==> src/rtl/pflow_pkg.sv <==
// Shared types of the program-flow sequencer.
// Assumes: 16-bit instruction words, 11-bit normalised offsets.
package pflow_pkg;

    localparam int OFF_W = 11;   // widest relative offset field
    localparam int LO_W  = 8;    // target bits in a two-word first word
    localparam int HI_W  = 12;   // target bits in a two-word second word

    typedef enum logic [3:0] {
        OP_NOP, OP_BCOND, OP_BRA, OP_RCALL, OP_CALL1, OP_GOTO1,
        OP_RET, OP_RETFIE, OP_RETLW, OP_PUSH, OP_POP,
        OP_SLEEP, OP_CLRWDT, OP_RESET
    } op_e;

    typedef struct packed {
        op_e              op;
        logic             taken;   // condition met (conditional branch only)
        logic [OFF_W-1:0] off;     // sign-normalised word offset
        logic [LO_W-1:0]  lit;     // literal / low target bits
        logic             sbit;    // fast shadow selector
    } dec_t;

endpackage

==> src/rtl/pflow_decode.sv <==
// Instruction classifier for the control-flow group.
// Purely combinational. Assumes the word is valid in the slot it is
// presented in; bubble and second-word handling live in the caller.
module pflow_decode
    import pflow_pkg::*;
(
    input  logic [15:0] word_i,
    input  logic        c_i,
    input  logic        z_i,
    input  logic        v_i,
    input  logic        n_i,
    output dec_t        dec_o
);

    logic flag_sel;
    logic cond_hit;

    // Pick the flag named by bits [10:9]; bit 8 inverts it.
    always_comb begin
        unique case (word_i[10:9])
            2'b00:   flag_sel = z_i;
            2'b01:   flag_sel = c_i;
            2'b10:   flag_sel = v_i;
            default: flag_sel = n_i;
        endcase
        cond_hit = flag_sel ^ word_i[8];
    end

    // Classify the word and extract its fields.
    always_comb begin
        dec_o       = '0;
        dec_o.op    = OP_NOP;
        dec_o.lit   = word_i[7:0];
        dec_o.sbit  = word_i[0];
        if (word_i[15:11] == 5'b11100) begin
            dec_o.op    = OP_BCOND;
            dec_o.taken = cond_hit;
            dec_o.off   = {{(OFF_W-8){word_i[7]}}, word_i[7:0]};
        end else if (word_i[15:9] == 7'b1110110) begin
            dec_o.op   = OP_CALL1;
            dec_o.sbit = word_i[8];
        end else if (word_i[15:8] == 8'hEF) begin
            dec_o.op = OP_GOTO1;
        end else if (word_i[15:11] == 5'b11010) begin
            dec_o.op  = OP_BRA;
            dec_o.off = word_i[10:0];
        end else if (word_i[15:11] == 5'b11011) begin
            dec_o.op  = OP_RCALL;
            dec_o.off = word_i[10:0];
        end else if (word_i[15:8] == 8'h0C) begin
            dec_o.op = OP_RETLW;
        end else begin
            unique case (word_i)
                16'h0010, 16'h0011: dec_o.op = OP_RETFIE;
                16'h0012, 16'h0013: dec_o.op = OP_RET;
                16'h0005:           dec_o.op = OP_PUSH;
                16'h0006:           dec_o.op = OP_POP;
                16'h0003:           dec_o.op = OP_SLEEP;
                16'h0004:           dec_o.op = OP_CLRWDT;
                16'h00FF:           dec_o.op = OP_RESET;
                default:            dec_o.op = OP_NOP;
            endcase
        end
    end

endmodule

==> src/rtl/pflow_rstack.sv <==
// Saturating hardware return stack.
// Assumes push and pop are never requested together; DEPTH >= 2.
// A refused push or pop is flagged and leaves pointer and contents alone.
module pflow_rstack #(
    parameter int DEPTH = 8,
    parameter int PC_W  = 20
) (
    input  logic            clk,
    input  logic            rst_n,
    input  logic            clr_i,
    input  logic            push_i,
    input  logic            pop_i,
    input  logic [PC_W-1:0] din_i,
    output logic [PC_W-1:0] tos_o,
    output logic            ovf_o,
    output logic            unf_o
);

    localparam int SP_W  = $clog2(DEPTH + 1);
    localparam int IDX_W = (DEPTH > 1) ? $clog2(DEPTH) : 1;

    logic [SP_W-1:0] sp_q;
    logic [PC_W-1:0] ent_q [DEPTH];
    logic            full;
    logic            empty;

    // Occupancy state and refusal flags.
    always_comb begin
        full  = (sp_q == SP_W'(DEPTH));
        empty = (sp_q == '0);
        ovf_o = push_i && full;
        unf_o = pop_i && empty;
        tos_o = empty ? '0 : ent_q[IDX_W'(sp_q - 1'b1)];
    end

    // Pointer: clear on reset, move only on accepted operations.
    always_ff @(posedge clk) begin
        if (!rst_n || clr_i)         sp_q <= '0;
        else if (push_i && !full)    sp_q <= sp_q + 1'b1;
        else if (pop_i && !empty)    sp_q <= sp_q - 1'b1;
    end

    // Storage: write the slot above the top on an accepted push.
    always_ff @(posedge clk) begin
        if (push_i && !full) ent_q[IDX_W'(sp_q)] <= din_i;
    end

    p_no_overflow_r9: assert property (@(posedge clk) disable iff (!rst_n)
        sp_q <= SP_W'(DEPTH));
    p_full_hold_r9: assert property (@(posedge clk) disable iff (!rst_n)
        (ovf_o && !clr_i) |=> $stable(sp_q));
    p_empty_hold_r9: assert property (@(posedge clk) disable iff (!rst_n)
        unf_o |=> (sp_q == '0));
    p_clear_r11: assert property (@(posedge clk) disable iff (!rst_n)
        clr_i |=> (sp_q == '0));

endmodule

==> src/rtl/pflow_seq.sv <==
// Program-flow sequencer: holds the fetch address, decodes the
// control-flow group, drives the return stack and issues strobes.
// Assumes instr_i is the word at pc_o in the same cycle, PC_W > 11,
// and that a two-word target is {second[11:0], first[7:0]}.
module pflow_seq
    import pflow_pkg::*;
#(
    parameter int PC_W  = 20,
    parameter int DEPTH = 8
) (
    input  logic            clk,
    input  logic            rst_n,
    input  logic [15:0]     instr_i,
    input  logic            c_i,
    input  logic            z_i,
    input  logic            v_i,
    input  logic            n_i,
    output logic [PC_W-1:0] pc_o,
    output logic            flush_o,
    output logic            push_o,
    output logic            pop_o,
    output logic            fast_o,
    output logic            gie_set_o,
    output logic            wreg_ld_o,
    output logic [7:0]      wreg_val_o,
    output logic            sleep_o,
    output logic            wdt_clr_o,
    output logic            soft_rst_o,
    output logic            stk_ovf_o,
    output logic            stk_unf_o
);

    localparam int TGT_W = LO_W + HI_W;

    dec_t            dec;
    logic [PC_W-1:0] pc_q, pc_n, pc_inc, rel_tgt, abs_tgt, tos;
    logic            flush_q, flush_n, pend_q, pend_n;
    logic            call_q, call_n, s_q, s_n;
    logic [LO_W-1:0] lo_q, lo_n;
    logic            push_req, pop_req, clr_req;

    pflow_decode u_dec (
        .word_i (instr_i),
        .c_i    (c_i),
        .z_i    (z_i),
        .v_i    (v_i),
        .n_i    (n_i),
        .dec_o  (dec)
    );

    pflow_rstack #(.DEPTH(DEPTH), .PC_W(PC_W)) u_stk (
        .clk    (clk),
        .rst_n  (rst_n),
        .clr_i  (clr_req),
        .push_i (push_req),
        .pop_i  (pop_req),
        .din_i  (pc_inc),
        .tos_o  (tos),
        .ovf_o  (stk_ovf_o),
        .unf_o  (stk_unf_o)
    );

    // Candidate addresses: sequential, relative and two-word absolute.
    always_comb begin
        pc_inc  = pc_q + 1'b1;
        rel_tgt = pc_inc + {{(PC_W-OFF_W){dec.off[OFF_W-1]}}, dec.off};
        abs_tgt = PC_W'({instr_i[HI_W-1:0], lo_q});
    end

    // Next-state and strobe selection for the current slot.
    always_comb begin
        pc_n = pc_inc;  flush_n = 1'b0;  pend_n = 1'b0;
        call_n = call_q; s_n = s_q;      lo_n = lo_q;
        push_req = 1'b0; pop_req = 1'b0; clr_req = 1'b0;
        fast_o = 1'b0;   gie_set_o = 1'b0; wreg_ld_o = 1'b0;
        sleep_o = 1'b0;  wdt_clr_o = 1'b0; soft_rst_o = 1'b0;
        wreg_val_o = dec.lit;
        if (flush_q) begin
            pc_n = pc_q;
        end else if (pend_q) begin
            pc_n     = abs_tgt;
            push_req = call_q;
            fast_o   = call_q && s_q;
        end else begin
            unique case (dec.op)
                OP_BCOND: if (dec.taken) begin
                    pc_n = rel_tgt; flush_n = 1'b1;
                end
                OP_BRA: begin
                    pc_n = rel_tgt; flush_n = 1'b1;
                end
                OP_RCALL: begin
                    pc_n = rel_tgt; flush_n = 1'b1; push_req = 1'b1;
                end
                OP_CALL1: begin
                    pend_n = 1'b1; call_n = 1'b1; s_n = dec.sbit; lo_n = dec.lit;
                end
                OP_GOTO1: begin
                    pend_n = 1'b1; call_n = 1'b0; s_n = 1'b0; lo_n = dec.lit;
                end
                OP_RET: begin
                    pc_n = tos; flush_n = 1'b1; pop_req = 1'b1; fast_o = dec.sbit;
                end
                OP_RETFIE: begin
                    pc_n = tos; flush_n = 1'b1; pop_req = 1'b1; fast_o = dec.sbit;
                    gie_set_o = 1'b1;
                end
                OP_RETLW: begin
                    pc_n = tos; flush_n = 1'b1; pop_req = 1'b1; wreg_ld_o = 1'b1;
                end
                OP_PUSH:   push_req  = 1'b1;
                OP_POP:    pop_req   = 1'b1;
                OP_SLEEP:  sleep_o   = 1'b1;
                OP_CLRWDT: wdt_clr_o = 1'b1;
                OP_RESET: begin
                    pc_n = '0; flush_n = 1'b1; clr_req = 1'b1; soft_rst_o = 1'b1;
                end
                default: ;
            endcase
        end
    end

    // Accepted stack operations only are reported.
    always_comb begin
        push_o  = push_req && !stk_ovf_o;
        pop_o   = pop_req && !stk_unf_o;
        pc_o    = pc_q;
        flush_o = flush_q;
    end

    // Sequencer state registers with synchronous active-low reset.
    always_ff @(posedge clk) begin
        if (!rst_n) begin
            pc_q <= '0; flush_q <= 1'b0; pend_q <= 1'b0;
            call_q <= 1'b0; s_q <= 1'b0; lo_q <= '0;
        end else begin
            pc_q <= pc_n; flush_q <= flush_n; pend_q <= pend_n;
            call_q <= call_n; s_q <= s_n; lo_q <= lo_n;
        end
    end

    p_taken_bubble_r2: assert property (@(posedge clk) disable iff (!rst_n)
        (!flush_q && !pend_q && dec.op == OP_BCOND && dec.taken) |=> flush_o);
    p_not_taken_r2: assert property (@(posedge clk) disable iff (!rst_n)
        (!flush_q && !pend_q && dec.op == OP_BCOND && !dec.taken)
        |=> (!flush_o && pc_o == $past(pc_o) + 1'b1));
    p_pend_once_r4: assert property (@(posedge clk) disable iff (!rst_n)
        pend_q |=> (!pend_q && !flush_o));
    p_bubble_hold_r13: assert property (@(posedge clk) disable iff (!rst_n)
        flush_o |=> ($stable(pc_o) && !flush_o));
    p_push_pop_excl_r8: assert property (@(posedge clk) disable iff (!rst_n)
        !(push_o && pop_o));
    p_reset_target_r11: assert property (@(posedge clk) disable iff (!rst_n)
        soft_rst_o |=> (pc_o == '0 && flush_o));

endmodule

==> config.mk <==
export PLATFORM = sky130hd
export DESIGN_NAME = pflow_seq
export DESIGN_NICKNAME = d
export VERILOG_FILES = /design/src/rtl/pflow_pkg.sv /design/src/rtl/pflow_decode.sv /design/src/rtl/pflow_rstack.sv /design/src/rtl/pflow_seq.sv
export SDC_FILE = /design/constraint.sdc
export NUM_CORES = 1
export LEC_CHECK = 0
export BUFFER_PORTS_ARGS = -buffer_cell sky130_fd_sc_hd__buf_4
export CAP_MARGIN = 20
export CORE_UTILIZATION = 40
export CTS_CLUSTER_DIAMETER = 200
export DETAILED_ROUTE_END_ITERATION = 10
export PLACE_DENSITY = 0.58
export SLEW_MARGIN = 20
export SYNTH_ARGS = -nofsm -noshare
export SYNTH_HDL_FRONTEND = slang
export SYNTH_HIERARCHICAL = 1
export SYNTH_SLANG_ARGS = --single-unit
==> constraint.sdc <==
create_clock -name clk -period 6.7 [get_ports clk]
set_clock_uncertainty 0.15 [all_clocks]
set_input_delay 1.005 -clock clk [delete_from_list [all_inputs] [get_ports clk]]
set_output_delay 1.005 -clock clk [all_outputs]
set_load 0.01 [all_outputs]
==> results of run 1 <==
-- where the power goes --
part / internal [uW] / leakage, uW / switching (uW)
registers: 1320 / 0.00181 / 9.93
logic: 51.1 / 0.00193 / 81.1
clock network: 524 / 0.000278 / 474
-- layer usage --
layer  routed length [um]  share of wire, %  track usage [%]
met1                11800                48             28.0
met2                11300                46             30.9
met3                 1290               5.2             4.16
met4                  303               1.2             5.11
met5                    0                 0                0
-- cell type report --
cell class              count  area (um^2)
multi-input cells         527         4120
fillers                  2218        13100
clock buffers              18          429
clock inverters            14          144
inverters                  16         60.1
flip-flops and latches    196         5530
well taps                 324          405
repair buffers             77          578
-- sequential cells by signal (all words and copies together) (netlist names) --
register,cells
pend_q,1
u_stk/sp_q,4
lo_q,8
call_q,1
pc_o,20
s_q,1
u_stk/ent_q,160
flush_o,1
-- through the flow --
| stage | setup WS (ps) | hold WS (ps) | power, uW | util, % | instance area, um^2 |
|---|---|---|---|---|---|
| final | 1810 | 327 | 2460 | 46.2 | 11300 |
| after floorplan | 1550 | 296 | 1430 | - | 9950 |
| after global routing | 1530 | 346 | 2540 | 46.2 | 11300 |
| after CTS | 1830 | 329 | 2470 | 46.1 | 11300 |
| after global placement | 1910 | 306 | 1480 | 43.8 | 10700 |
| after detailed placement | 1830 | 317 | 1490 | 43.8 | 10700 |
-- worst max-delay path, cell delays in order --
cell,delay [ps]
buf_4,120
or4_4,550
nor2_1,220
nand3_1,110
nand3_1,310
nor2b_1,270
nand2_1,90
nor2_1,90
a21oi_1,90
nor2_1,410
and3_1,250
nor3_1,60
buf_4,150
-- synthesized netlist by cell type, drive strengths merged, types with 6 or more instances --
library cell | n | share of area [%]
nor3b | 6 | 0.50
o22ai | 7 | 0.44
mux2i | 14 | 1.4
a211oi | 6 | 0.45
a221oi | 10 | 0.94
edfxtp | 160 | 48
dfxtp | 36 | 7.2
a221o | 6 | 0.60
and3 | 9 | 0.57
nand2b | 10 | 0.63
nor2 | 53 | 2.0
and2 | 12 | 0.75
nor2b | 10 | 0.63
buf | 27 | 2.0
ha | 24 | 3.0
o21ai | 22 | 1.1
clkbuf | 26 | 0.99
mux4 | 41 | 9.3
inv | 15 | 0.57
nor3 | 16 | 1.0
xnor2 | 27 | 2.4
a21oi | 55 | 2.8
nand4 | 6 | 0.38
nand3 | 21 | 1.1
xor2 | 13 | 1.1
o221ai | 6 | 0.53
nand2 | 86 | 3.2
-- logic make-up after synthesis --
family	count (synthesis)	share of synthesized area (%)
mux	56	10.8
flops	196	55.5
simple gates	249	12.4
xor+xnor	40	3.52
compound gates	157	10.9
buf+inv	69	3.63
fa+ha+maj	25	3.22
-- worst max-delay path by stage --
stage,from,to,slack [ps],cells past startpoint
2_1_floorplan,instr_i[13],u_stk/ent_q[0][0],1550,13
3_3_place_gp,instr_i[13],push_o,1910,13
3_5_place_dp,instr_i[11],push_o,1830,13
4_1_cts,instr_i[11],push_o,1830,13
5_1_grt,instr_i[8],push_o,1530,13
6_report,instr_i[13],push_o,1810,13
==> flow_metrics.py, run 1 <==
metrics = {
    "sta": {
        "relSlewSlack_pct": 31.4,
        "drv_slew": 0,
        "grt_setup_unrepaired": "false",
        "setup_tns_ps": 0,
        "period_share_pct": 73.0,
        "max_freq_ghz": 0.205,
        "tightest_slew_ps": 1020,
        "setup_viol": 0,
        "min_period_ps": 4890,
        "finalHoldViolations": 0,
    },
    "yosys": {
        "syn-num-nets": 839,
        "syn-instance-count": 792,
        "synth_cell_type_count": 77,
        "synth_edf_count": 160,
        "synth.yosys.warnings": 6,
        "syn_area_per_cell_um2": 12.6,
        "yosysSeqAreaShare_pct": 55.5,
        "netlist_area_um2": 9950,
        "async_flop_share_pct": 0,
        "synth_ff_type": "edfxtp_1",
        "ys_ff_latch": 196,
    },
    "clock_network": {
        "postCtsResizedCells": 0,
        "numCtsBuffers": 17,
        "htree_levels": 4,
        "cts.sinks": 196,
        "cts_tree": "built",
        "root_buffer": "clkbuf_16",
        "clk_pin_slew_ps": 70,
        "cts_setup_buffers": 0,
        "insertion_delay_ps": 440,
        "clock_path_buffers": 2,
        "ctsHoldBuffers": 0,
    },
    "detailed_routing": {
        "dr.pass1.iters": 5,
        "drc": 0,
        "drtIter0Drc": 526,
        "final_antenna_net_count": 0,
        "wl_per_cell_um": 21.0,
        "vias": 6657,
        "wirelength_um": 24600,
        "viasPerCell": 5.68,
    },
    "layout": {
        "syn_to_final_growth_pct": 13.2,
        "drive_above_1_share_pct": 20.8,
        "fin_nets": 882,
        "antenna_cells": 0,
        "stdcell_count": 1172,
        "layout_commonest_cell": "edfxtp_1",
        "final_cell_mix": "edfxtp_1, nand2_1, buf_4",
    },
    "worst_hold_path": {
        "hold_path_end": "s_q",
        "hold_path_startpoint": "s_q",
        "hold_class": "flip-flop to flip-flop",
        "min_path_cells": 2,
    },
    "setup_path": {
        "r2r_end": "pc_o[18]",
        "crit_required_ps": 5540,
        "r2r_cells": 12,
        "worstPathMaxFanout": 10,
        "cp-end-kind": "output pin",
        "reg2reg_setup_slack_ps": 2550,
        "worstPathArrival_ps": 3730,
        "start_kind": "input port",
        "r2r_start": "pc_o[2]",
        "crit_type": "input port to output pin",
    },
    "floorplanning": {
        "coreArea_um2": 24400,
        "row_count": 57,
        "die_h_um": 160,
        "die_x_um": 160,
        "num_io_pins": 61,
        "initial_core_util_pct": 40.8,
        "die-area_um2": 25500,
    },
    "power": {
        "power_density_nw_per_um2": 218,
        "peakVddDrop_uv": 165,
        "p_leak_uw": 0.00401,
    },
    "global_routing": {
        "antenna_found_initial": 0,
        "overflow": 0,
        "grt_pass1_wl_um": 38000,
        "gr-usage-all-layers_pct": 19.8,
        "grt_pass1_vias": 6453,
        "grt_max_degree": 49,
    },
    "place": {
        "gp_congestion": 0.830,
        "numPortBuffers": 60,
        "post-dp-hpwl_um": 16400,
        "place_inst": 1140,
    },
    "job": {
        "max-cap-violations": 0,
    },
    "outcome": {
        "outcome": "completed",
    },
}
Power figures use the tool's default switching activity.
==> run 2: changes to the inputs <==
- ABC_AREA: unset -> 1
- PLACE_DENSITY: 0.58 -> 0.6
- clock period: 6.7 -> 4.4 ns (I/O delays scaled with it)
==> run 2 against run 1 <==
Flip-flop and latch count is the same. Global-route usage increased by 2.6 points. Sequential share of layout area shrank 2.9 points. Total power rose by 54%. Clock power is 57% higher. Largest power group unchanged. Non-clock buffer count increased by 13. Worst setup slack worse by 1100 ps. Synthesized area rose by 6.2%. Via count grew 28%. Die area grew 6.1%. Hold slack got worse by 7.2 ps.
==> flow_metrics.py, run 2 <==
metrics = {
    "sta": {
        "max_freq_ghz": 0.269,
        "period_share_pct": 84.4,
        "tightest_slew_ps": 964,
        "relSlewSlack_pct": 35.7,
        "grt_setup_unrepaired": "false",
        "finalHoldViolations": 0,
        "min_period_ps": 3710,
        "drv_slew": 0,
        "setup_tns_ps": 0,
        "setup_viol": 0,
    },
    "floorplanning": {
        "die_x_um": 165,
        "initial_core_util_pct": 40.7,
        "die_h_um": 165,
        "row_count": 59,
        "num_io_pins": 61,
        "coreArea_um2": 26000,
        "die-area_um2": 27100,
    },
    "power": {
        "internal_power_uw": 2840,
        "power_density_nw_per_um2": 315,
        "power_uw": 3780,
        "pwr-share-seq_pct": 53.2,
        "netSwitchingPower_uw": 934,
        "swShare_pct": 24.7,
        "combPwrFrac_pct": 5.3,
        "peakVddDrop_uv": 257,
        "p_clk_share_pct": 41.5,
        "p_leak_uw": 0.00479,
    },
    "layout": {
        "fillCellCount": 2520,
        "multi_input_area_um2": 4340,
        "final_cell_mix": "nor2_1, nand2_1, edfxtp_1",
        "regMostFlops": "u_stk/ent_q",
        "seqCellArea_um2": 5530,
        "largest_reg_flops": 160,
        "stdcell_area_um2": 12000,
        "antenna_cells": 0,
        "fin_nets": 1325,
        "syn_to_final_growth_pct": 13.3,
        "drive_above_1_share_pct": 13.5,
        "layout_commonest_cell": "nor2_1",
    },
    "setup_path": {
        "worstPathMaxFanout": 7,
        "crit_required_ps": 3590,
        "start_kind": "input port",
        "worstPathArrival_ps": 2900,
        "crit_type": "input port to output pin",
        "cp-end-kind": "output pin",
    },
    "detailed_routing": {
        "final_antenna_net_count": 0,
        "viasPerCell": 5.25,
        "drc": 0,
        "wirelength_um": 29000,
        "drtIter0Drc": 719,
        "dr.pass1.iters": 7,
        "wl_per_cell_um": 17.8,
        "vias": 8543,
    },
    "place": {
        "numPortBuffers": 60,
        "post-dp-hpwl_um": 19400,
        "gp_congestion": 0.992,
        "dpl_cell_area_um2": 11400,
    },
    "yosys": {
        "synth_edf_count": 160,
        "synth_most_common_cell": "nor2_1",
        "ys_ff_latch": 196,
        "syn_area_per_cell_um2": 8.64,
        "netlist_area_um2": 10600,
        "synth_cell_type_count": 53,
        "async_flop_share_pct": 0,
        "yosysSeqAreaShare_pct": 52.3,
        "synth.top_cells.by_count": "nor2_1, nand2_1, edfxtp_1",
        "yosysTopAreaCellShare_pct": 45.5,
        "syn-instance-count": 1223,
        "synth_ff_type": "edfxtp_1",
        "yosys.area.top_type": "edfxtp_1",
        "synth_area_leaders": "edfxtp_1, nor2_1, nand2_1",
        "syn-num-nets": 1270,
        "synth.yosys.warnings": 6,
    },
    "clock_network": {
        "numCtsBuffers": 17,
        "cts_tree": "built",
        "cts_setup_buffers": 0,
        "clk_pin_slew_ps": 80,
        "htree_levels": 4,
        "insertion_delay_ps": 450,
        "cts.sinks": 196,
        "ctsHoldBuffers": 0,
        "postCtsResizedCells": 0,
        "root_buffer": "clkbuf_16",
        "clock_path_buffers": 2,
    },
    "worst_hold_path": {
        "hold_class": "flip-flop to flip-flop",
    },
    "global_routing": {
        "gr-usage-all-layers_pct": 22.4,
        "grt_pass1_vias": 8121,
        "grt_pass1_wl_um": 45500,
        "grt_max_degree": 85,
        "antenna_found_initial": 0,
        "overflow": 0,
    },
    "job": {
        "max-cap-violations": 0,
    },
    "outcome": {
        "outcome": "completed",
    },
}
## run 2: cell count changes in the layout (fill, tap and decap cells not counted), sizes merged, moves of 13 or more
| cell | previous run | this run |
|---|---|---|
| inv | 20 | 114 |
| nand2 | 86 | 208 |
| o21ai | 22 | 183 |
| nor2 | 53 | 266 |
| mux4 | 41 | 0 |
| xnor2 | 27 | 12 |
| nand3 | 21 | 58 |
| a21oi | 55 | 37 |
| buf | 77 | 90 |
| mux2i | 14 | 0 |
## run 2: worst paths after layout
kind	from	end	slack (ps)	cells past startpoint
worst max-delay path	instr_i[6]	pop_o	690	15
worst min-delay path	lo_q[7]	lo_q[7]	320	2
worst max register to register	pc_o[2]	pc_o[13]	890	17
worst min register to register	lo_q[7]	lo_q[7]	320	2
## run 2: metal layers
layer / track usage, % / part of all wire [%] / vias up
met5: 0 / 0 / -
met4: 6.63 / 1.9 / 0
met3: 4.22 / 7.4 / 34
met2: 35.1 / 46 / 324
met1: 31.3 / 45 / 3967
li1: - / - / 4218
## run 2: power groups by stage
stage / combinational [uW] / clock [uW] / sequential (uW)
2_1_floorplan: 115 / 0 / 2050
5_1_grt: 220 / 1670 / 2010
3_5_place_dp: 197 / 0 / 2050
4_1_cts: 199 / 1610 / 2010
6_report: 200 / 1570 / 2010
3_3_place_gp: 197 / 0 / 2050
## run 2: through the flow
step                hold WS, ps  util, %  setup slack (ps)  instances
global route                336     46.1               376       1626
CTS                         315     46.1               692       1626
global placement            291     43.8               708       1594
detailed placement          304     43.8               681       1594
finish                      320     46.1               686       1626
floorplan                   280        -               391       1223
## run 2: layout make-up
cell class,instances,area share (%)
Clock buffer,17,3.55
Clock inverter,15,1.42
Inverter,105,3.31
Multi-Input combinational cell,868,36.3
Sequential cell,196,46.2
Tap cell,335,3.50
Timing Repair Buffer,90,5.75
## run 2: cells by family (layout without fill, tap and decap cells)
logic type | count (synthesis) | in the layout | share of synthesized area, %
buffers and inverters | 159 | 227 | 6.87
AO/OA/AOI/OAI | 249 | 249 | 12.8
AND/OR/NAND/NOR | 570 | 570 | 22.8
XOR/XNOR | 24 | 24 | 2.20
flip-flops | 196 | 196 | 52.3
adder cells (fa/ha/maj) | 25 | 25 | 3.03
## run 2: worst max-delay path, cell delays in order
cell     delay (ps)
buf_4           150
nor2_1           70
nand2_1         140
nor2_1           80
o21ai_0         270
nand4_1         350
nor2_1          230
nand2_1         110
o21ai_0         170
inv_1           110
nor2_1          140
inv_1            50
nor2_1          140
nor3_1           70
buf_4           160
